[src/rtl/gpio_bank_pkg.sv]
package gpio_bank_pkg;

    // Width of one register word and of one pin bank
    localparam int unsigned BANK_W   = 32;
    // Number of feature groups in the register map
    localparam int unsigned NUM_FEAT = 7;

    // Feature order fixes the word layout: feature f, bank b -> word f*NBANK+b
    typedef enum logic [2:0] {
        FT_LEVEL = 3'd0,
        FT_DIR   = 3'd1,
        FT_SET   = 3'd2,
        FT_CLR   = 3'd3,
        FT_RISE  = 3'd4,
        FT_FALL  = 3'd5,
        FT_STAT  = 3'd6
    } feat_e;

endpackage

[src/rtl/gpio_sync2.sv]
module gpio_sync2 #(
    parameter int unsigned W = 64
) (
    input  logic         clk,
    input  logic         rst_n,
    input  logic [W-1:0] d,
    output logic [W-1:0] q
);

    logic [W-1:0] meta_q;
    logic [W-1:0] stab_q;

    always_ff @(posedge clk or negedge rst_n) begin
        if (!rst_n) begin
            meta_q <= '0;
            stab_q <= '0;
        end else begin
            meta_q <= d;
            stab_q <= meta_q;
        end
    end

    assign q = stab_q;

endmodule

[src/rtl/gpio_addr_dec.sv]
module gpio_addr_dec
    import gpio_bank_pkg::*;
#(
    parameter int unsigned NBANK  = 2,
    parameter int unsigned ADDR_W = 8
) (
    input  logic [ADDR_W-1:0]         addr,
    output logic [NUM_FEAT*NBANK-1:0] word_sel,
    output logic                      map_hit
);

    localparam int unsigned NWORD = NUM_FEAT * NBANK;

    logic [ADDR_W-3:0] word_idx;
    logic [1:0]        unused_byte_lane;

    assign word_idx         = addr[ADDR_W-1:2];
    assign unused_byte_lane = addr[1:0];

    always_comb begin
        for (int i = 0; i < NWORD; i++) begin
            word_sel[i] = (int'(word_idx) == i);
        end
        map_hit = |word_sel;
    end

endmodule

[src/rtl/gpio_edge_unit.sv]
module gpio_edge_unit #(
    parameter int unsigned W = 64
) (
    input  logic [W-1:0] cur,
    input  logic [W-1:0] prev,
    input  logic [W-1:0] rise_en,
    input  logic [W-1:0] fall_en,
    output logic [W-1:0] hit
);

    logic [W-1:0] went_up;
    logic [W-1:0] went_down;

    always_comb begin
        went_up   = cur & ~prev;
        went_down = ~cur & prev;
        hit       = (went_up & rise_en) | (went_down & fall_en);
    end

endmodule

[src/rtl/gpio_bank_ctrl.sv]
module gpio_bank_ctrl
    import gpio_bank_pkg::*;
#(
    parameter int unsigned NPINS  = 64,
    parameter int unsigned ADDR_W = 8
) (
    input  logic              clk,
    input  logic              rst_n,
    input  logic [ADDR_W-1:0] addr,
    input  logic [31:0]       wr_data,
    input  logic              wr_en,
    input  logic              rd_en,
    output logic [31:0]       rd_data,
    input  logic [NPINS-1:0]  pin_in,
    output logic [NPINS-1:0]  pin_out,
    output logic [NPINS-1:0]  pin_oe,
    output logic              irq
);

    localparam int unsigned NBANK = NPINS / BANK_W;
    localparam int unsigned NWORD = NUM_FEAT * NBANK;

    typedef struct packed {
        logic [NPINS-1:0] dir;
        logic [NPINS-1:0] out;
        logic [NPINS-1:0] rise_en;
        logic [NPINS-1:0] fall_en;
        logic [NPINS-1:0] status;
        logic [NPINS-1:0] prev;
    } regs_t;

    regs_t state_d, state_q;

    // Synchronised pad values
    logic [NPINS-1:0] pin_sync;

    gpio_sync2 #(.W(NPINS)) u_sync (
        .clk   (clk),
        .rst_n (rst_n),
        .d     (pin_in),
        .q     (pin_sync)
    );

    // Word decode
    logic [NWORD-1:0] word_sel;
    logic             map_hit;

    gpio_addr_dec #(.NBANK(NBANK), .ADDR_W(ADDR_W)) u_dec (
        .addr     (addr),
        .word_sel (word_sel),
        .map_hit  (map_hit)
    );

    // Edge qualification against the previous synchronised value
    logic [NPINS-1:0] edge_hit;

    gpio_edge_unit #(.W(NPINS)) u_edge (
        .cur     (pin_sync),
        .prev    (state_q.prev),
        .rise_en (state_q.rise_en),
        .fall_en (state_q.fall_en),
        .hit     (edge_hit)
    );

    // Per-feature write masks, expanded to full pin width (level is never written)
    logic [NUM_FEAT-1:1][NPINS-1:0] wsel;
    logic [NPINS-1:0]               wdat;

    assign wdat = {NBANK{wr_data}};

    for (genvar f = 1; f < NUM_FEAT; f++) begin : g_feat
        for (genvar b = 0; b < NBANK; b++) begin : g_bank
            assign wsel[f][b*BANK_W +: BANK_W] = {BANK_W{wr_en & word_sel[f*NBANK+b]}};
        end
    end

    // Next-state logic
    always_comb begin
        state_d = state_q;

        state_d.dir     = (state_q.dir     & ~wsel[FT_DIR])  | (wdat & wsel[FT_DIR]);
        state_d.rise_en = (state_q.rise_en & ~wsel[FT_RISE]) | (wdat & wsel[FT_RISE]);
        state_d.fall_en = (state_q.fall_en & ~wsel[FT_FALL]) | (wdat & wsel[FT_FALL]);

        state_d.out = (state_q.out | (wdat & wsel[FT_SET])) & ~(wdat & wsel[FT_CLR]);

        // Clear first, then capture: a same-cycle edge survives the clear
        state_d.status = (state_q.status & ~(wdat & wsel[FT_STAT])) | edge_hit;

        state_d.prev = pin_sync;
    end

    always_ff @(posedge clk or negedge rst_n) begin
        if (!rst_n) begin
            state_q <= '0;
        end else begin
            state_q <= state_d;
        end
    end

    // Read path
    logic [NUM_FEAT-1:0][NPINS-1:0] feat_rd;
    logic [31:0]                    rd_mux;

    always_comb begin
        feat_rd[FT_LEVEL] = pin_sync;
        feat_rd[FT_DIR]   = state_q.dir;
        feat_rd[FT_SET]   = '0;
        feat_rd[FT_CLR]   = '0;
        feat_rd[FT_RISE]  = state_q.rise_en;
        feat_rd[FT_FALL]  = state_q.fall_en;
        feat_rd[FT_STAT]  = state_q.status;

        rd_mux = '0;
        for (int i = 0; i < NWORD; i++) begin
            if (word_sel[i]) begin
                rd_mux = rd_mux | feat_rd[i / NBANK][(i % NBANK)*BANK_W +: BANK_W];
            end
        end
    end

    assign rd_data = (rd_en && map_hit) ? rd_mux : '0;
    assign pin_out = state_q.out;
    assign pin_oe  = state_q.dir;
    assign irq     = |state_q.status;

endmodule

[config.mk]
export PLATFORM = sky130hd
export DESIGN_NAME = gpio_bank_ctrl
export DESIGN_NICKNAME = d
export VERILOG_FILES = /design/src/rtl/gpio_bank_pkg.sv /design/src/rtl/gpio_sync2.sv /design/src/rtl/gpio_addr_dec.sv /design/src/rtl/gpio_edge_unit.sv /design/src/rtl/gpio_bank_ctrl.sv
export SDC_FILE = /design/constraint.sdc
export NUM_CORES = 1
export LEC_CHECK = 0
export ABC_AREA = 0
export CAP_MARGIN = 20
export CORE_MARGIN = 2
export CORE_UTILIZATION = 30
export CTS_CLUSTER_SIZE = 12
export DETAILED_ROUTE_END_ITERATION = 10
export DONT_BUFFER_PORTS = 1
export SYNTH_ARGS = -nofsm -noshare
export SYNTH_HDL_FRONTEND = slang
export SYNTH_HIERARCHICAL = 1
export SYNTH_SLANG_ARGS = --single-unit
[constraint.sdc]
create_clock -name clk -period 1.9 [get_ports clk]
set_clock_uncertainty 0.05 [all_clocks]
set_input_delay 0.095 -clock clk [delete_from_list [all_inputs] [get_ports clk]]
set_output_delay 0.095 -clock clk [all_outputs]
set_load 0.02 [all_outputs]
-- Yosys cells after proc, flatten, opt, wreduce, memory -nomap -nowiden
Index checks and enable logic that the tools add are counted.
- output and inout port bits: 161
- input port bits: 108
- register bits: 512
- word-level logic and storage cells: 85
- bitwise logic cells: 49
- eq/ne operators: 13
- reduce and logical (&&, ||, !) cells: 4
- mux-type cells: 11
- operators by type and width (operator ; count):
    $and 64x64->64 ; 15
    $not 64->64 ; 7
    $or 64x64->64 ; 6
    $mux 32 ; 11
    $or 32x32->32 ; 9
    $reduce_or 64->1 ; 1
    $eq 6x5->1 const B ; 6
    $eq 6x4->1 const B ; 4
    $reduce_or 14->1 ; 1
    $and 1x1->1 ; 12
    $eq 6x3->1 const B ; 2
    $eq 6x2->1 const B ; 1
    $logic_not 6->1 ; 1
    $logic_and 1x1->1 ; 1

-- Logic depth before layout (Yosys ltp)
- depth after elaboration: 21
- mapped depth: 8
- gate-level depth less buffers: 5

-- Hierarchy
Netlist, hierarchy kept.
- modules (own cells, without submodules) (module ; seq. area each (um2) ; instances ; cells each ; area an instance (um2)):
    gpio_bank_ctrl ; 9609.2 ; 1 ; 1301 ; 16382.0
    gpio_sync2 ; 3203.1 ; 1 ; 128 ; 3203.1
    gpio_edge_unit ; 0.0 ; 1 ; 192 ; 1281.2
    gpio_addr_dec ; 0.0 ; 1 ; 23 ; 132.6

-- Worst setup path before layout
OpenSTA, ideal clock, no wires.
- kind: in2out
- from: input addr[7]
- to: output rd_data[0]
- path buffers: 1
- cell stages on the path: 5
- data required time: 1.755 ns
- setup slack: -0.075 ns
- data arrival time: 1.830 ns
- cell sequence: or4_4 nor3_1 clkbuf_1 a221oi_1 a31oi_1
- word-level cells in the longest chain between the ends: 21
- elaborated cells between the ends (all ways): 36
- those cells by class: eq/ne (13); mux (11); bitwise (9); reduce/logical (3)
- RTL lines (element ; RTL line ; RTL):
    from (decl) ; gpio_bank_ctrl.sv:9 ; input logic [ADDR_W-1:0] addr,
    $logic_not 6->1 (*) ; gpio_addr_dec.sv:22 ; word_sel[i] = (int'(word_idx) == i);
    net word_sel[0] ; gpio_bank_ctrl.sv:45 ; logic [NWORD-1:0] word_sel;
    $mux 32 ; gpio_bank_ctrl.sv:116 ; if (word_sel[i]) begin
    $or 32x32->32 ; gpio_bank_ctrl.sv:117 ; rd_mux = rd_mux | feat_rd[i / NBANK][(i % NBANK)*BANK_W +: BANK_W];
    $mux 32 ; gpio_bank_ctrl.sv:116 ;
    $or 32x32->32 ; gpio_bank_ctrl.sv:117 ;
    $mux 32 ; gpio_bank_ctrl.sv:116 ;
    $or 32x32->32 ; gpio_bank_ctrl.sv:117 ;
    (+6 left out) ; - ;
    $mux 32 ; gpio_bank_ctrl.sv:116 ;
    $or 32x32->32 ; gpio_bank_ctrl.sv:117 ;
    $mux 32 ; gpio_bank_ctrl.sv:116 ;
    $or 32x32->32 ; gpio_bank_ctrl.sv:117 ;
    $mux 32 ; gpio_bank_ctrl.sv:116 ;
    $or 32x32->32 ; gpio_bank_ctrl.sv:117 ;
    $mux 32 ; gpio_bank_ctrl.sv:116 ;
    $mux 32 (*) ; gpio_bank_ctrl.sv:122 ; assign rd_data = (rd_en && map_hit) ? rd_mux : '0;
    to (decl) ; gpio_bank_ctrl.sv:13 ; output logic [31:0] rd_data,
The timed path passes the listed nets; every way through them passes the cells marked *.

-- Worst setup path after layout
- from: register state_q, in the netlist feat_rd[391]
- to: output irq
- word-level cells in the longest chain between the ends: 1
- RTL lines (element ; RTL line ; RTL):
    from (decl) ; gpio_bank_ctrl.sv:32 ; regs_t state_d, state_q;
    from (signal assigned) ; gpio_bank_ctrl.sv:97 ; state_q <= state_d;
    $reduce_or 64->1 ; gpio_bank_ctrl.sv:125 ; assign irq = |state_q.status;
    to (decl) ; gpio_bank_ctrl.sv:17 ; output logic irq
No other way between the ends.

==> qor.txt <==
Max stage delay cell, worst path - or4_4
initial antenna violation count - 2
Synth area leader - dfrtp_1
Setup CP Type - reg -> out
status - complete, but fails checks
DRT Pass-1 Iters - 5
TritonCTS buffer count - 56
min Tclk post-route - 2.55 ns
register bit total from synthesis - 512
drt total wl - 70.5 mm
Adder-Cell Fraction of Synth Area - 0
vias post-DR - 14.3k
drt wl/cell - 25.4 um
CP required - 1.75 ns
core area - 69700 um2
DP HPWL - 43.6 mm
Synth Warn # - 6
PortBufs - 0
I/O pins - 269
clock tree buffer depth - 3
Setup crit start kind - register
Synth Instances - 1644
XOR/XNOR Fraction of Synth Area - 0
die extent in y - 269 um
Starting Density - 0.301
Worst R2R Path Depth - 3
# DRC - 0
Mean Syn Cell Area - 12.8 um2
CP max FO - 2
DRT antenna net count - 0
clock sinks - 512
Layout area overhead - 28.9%
Pwr Density - 1030 nW/um2
fin cells - 2776
placed insts - 2496
CTS tree - done
worst hold slack - -0.860 ns
worst-path cell chain - nor4_4 > nand4_1 > or4_4 > buf_6
P_leak - 11.4 nW
Bufs and invs on worst path - 1
failing checks - negative hold slack, negative setup slack
Worst path max stage delay - 0.59 ns
Achievable Freq - 392 MHz
flop2flop setup slack - 0.50 ns
sequential fraction of the synthesis area - 0.610
type of the most critical hold path - in -> async
share of layout cells above drive strength 1 - 0.363
total track usage - 0.193
htree depth - 2
unrepaired setup endpoints after global routing - true
Root Driver - clkbuf_16
# rows - 97
# nets final - 1903
gr ovfl total - 0
GP Congestion - 0.802
r2r startpoint - pin_out[60]
mux contribution to synthesized area - 0.103
Mapped Nets - 1752
pin count of the biggest net entering global routing - 513
via/cell ratio - 5.15
largest family of logic cells by synthesized area - compound AO/OA/AOI/OAI gates
setup violators final - 33
Max Slew Vio Count - 0
Synth Area in Compound Gates - 0.155
Yosys top cell area share - 0.610
Hold-fix buffers, CTS - 158
Critical Path AT - 2.40 ns
pre-CTS setup slack - -0.519 ns
R2R Path End - pin_out[60]
Final Hold Fails - 512
measured slew at the worst slew-check pin - 0.972 ns
Max Cap Violations - 0
die width - 269 um
setup slack after layout - -0.650 ns
Worst-path clk slew - 0.06 ns
slew margin rel. - 0.352
global-route wire length before repair - 102 mm
Worst path top cell family by delay - simple AND/OR/NAND/NOR gates
simple logic cell fraction of the synthesized area - 0.0623
clk_lat worst skew - 0.64 ns
vias in the first global route - 15.1k
worst vdd ir - 0.682 mV
Synth cell types - 29
Cell Area, Synth - 21000 um2
Critical Path End Type - output port
largest cells by area after synthesis - dfrtp_1, mux2_2, buf_4
final worst-path cycle share - 1.34
DIE AREA - 72100 um2
Iter 0 DRT Violations - 883
## layout make-up
class,count,area (um2)
repair buffers,336,3640
clock buffers,79,1630
clock inverters,19,260
fillers,6605,42600
well taps,940,1180
multi-input cells,889,7540
flip-flops and latches,512,12800
diodes,1,2.50
## per-layer routing
layer | routed length [um] | vias up | global-route usage
li1 | - | 6159 | -
met1 | 30300 | 7540 | 0.255
met2 | 33600 | 502 | 0.317
met3 | 4750 | 102 | 0.0430
met4 | 1760 | 0 | 0.0566
met5 | 0 | - | 0
## synth_stat cells
cell type and number:
a22o_1 63, or2_2 1, or4_1 1, nor4_2 4
a22o_2 1, nor3_1 3, a31oi_1 33, o21ai_2 64
nand2_1 137, nor3_2 1, a21o_1 63, or4b_1 1
and2_1 6, a221oi_1 64, clkbuf_1 58, or4b_4 1
dfrtp_1 512, nand2b_1 2, nor2_1 9, a21o_2 1
a21oi_1 128, mux2_2 192, buf_2 57, nor4_1 13
buf_4 128, nand3b_1 64, or4_4 1, a22oi_1 32
nand4_1 4
## what timing repair did
item / in CTS / in global routing
resized for setup: 112 / 31
pin swaps: 44 / 31
endpoints found under the hold margin: 896 / 512
setup buffers: 15 / 10
setup endpoints to repair: 33 / 33
gates cloned: 5 / 2
## report_power, final
part / switching (mW) / leakage, nW / total [mW] / internal (mW)
registers: 1.86 / 6.25 / 14.1 / 12.3
clock network: 4.54 / 0.934 / 11.2 / 6.63
logic: 1.01 / 4.26 / 2.57 / 1.56
total: 7.41 / 11.4 / 27.8 / 20.4
## through the flow
stage | power, mW | utilization | area (um2) | hold WS, ns | setup TNS [ns]
after global routing | 29.0 | 0.389 | 27100 | -0.894 | -7.68
after floorplan | 15.5 | - | 21200 | -0.251 | 0
after detailed placement | 16.1 | 0.324 | 22600 | -0.228 | -19.19
after CTS | 28.0 | 0.387 | 26900 | -0.905 | -8.31
after global placement | 16.0 | 0.324 | 22600 | -0.227 | -15.33
final | 27.8 | 0.389 | 27100 | -0.860 | -5.82
## worst max-delay path by stage
stage / from / to / slack (ns) / cells after the start
floorplan: addr[7] / rd_data[23] / 0.02 / 6
global placement: feat_rd[431] / irq / -0.55 / 5
detailed placement: feat_rd[431] / irq / -0.52 / 5
CTS: feat_rd[388] / irq / -0.73 / 5
global route: feat_rd[426] / irq / -0.74 / 5
finish: feat_rd[391] / irq / -0.65 / 4
## cell usage in the layout, fill, tap and decap left out, types with 3 or more instances in the layout
master	n
buf_16	3
dfrtp_1	500
and2_2	6
nor4_2	6
a21o_1	63
mux2_2	192
a22o_1	59
a31oi_2	31
buf_6	33
buf_12	39
clkbuf_1	9
clkbuf_8	14
bufinv_16	5
clkbuf_16	58
nor2_4	6
dlygate4sd3_1	158
clkinv_2	8
a221oi_2	48
nor4_4	7
buf_4	99
o21ai_2	64
nand2_1	130
nand3b_1	64
dfrtp_2	12
a221oi_1	14
a21oi_1	128
nand4_1	4
nand2_2	7
inv_6	3
a22oi_1	29
nor2_1	3
nor4_1	4
a22o_4	5
a22oi_2	3
## logic make-up (layout without fill, tap and decap cells)
| logic type | count (synthesis) | in the layout |
|---|---|---|
| flip-flops | 512 | 512 |
| AO/OA/AOI/OAI | 449 | 449 |
| AND/OR/NAND/NOR | 248 | 248 |
| buffers and inverters | 243 | 434 |
| multiplexers | 192 | 192 |
| other | 0 | 1 |
No activity file was read; power rests on OpenSTA's default activity.
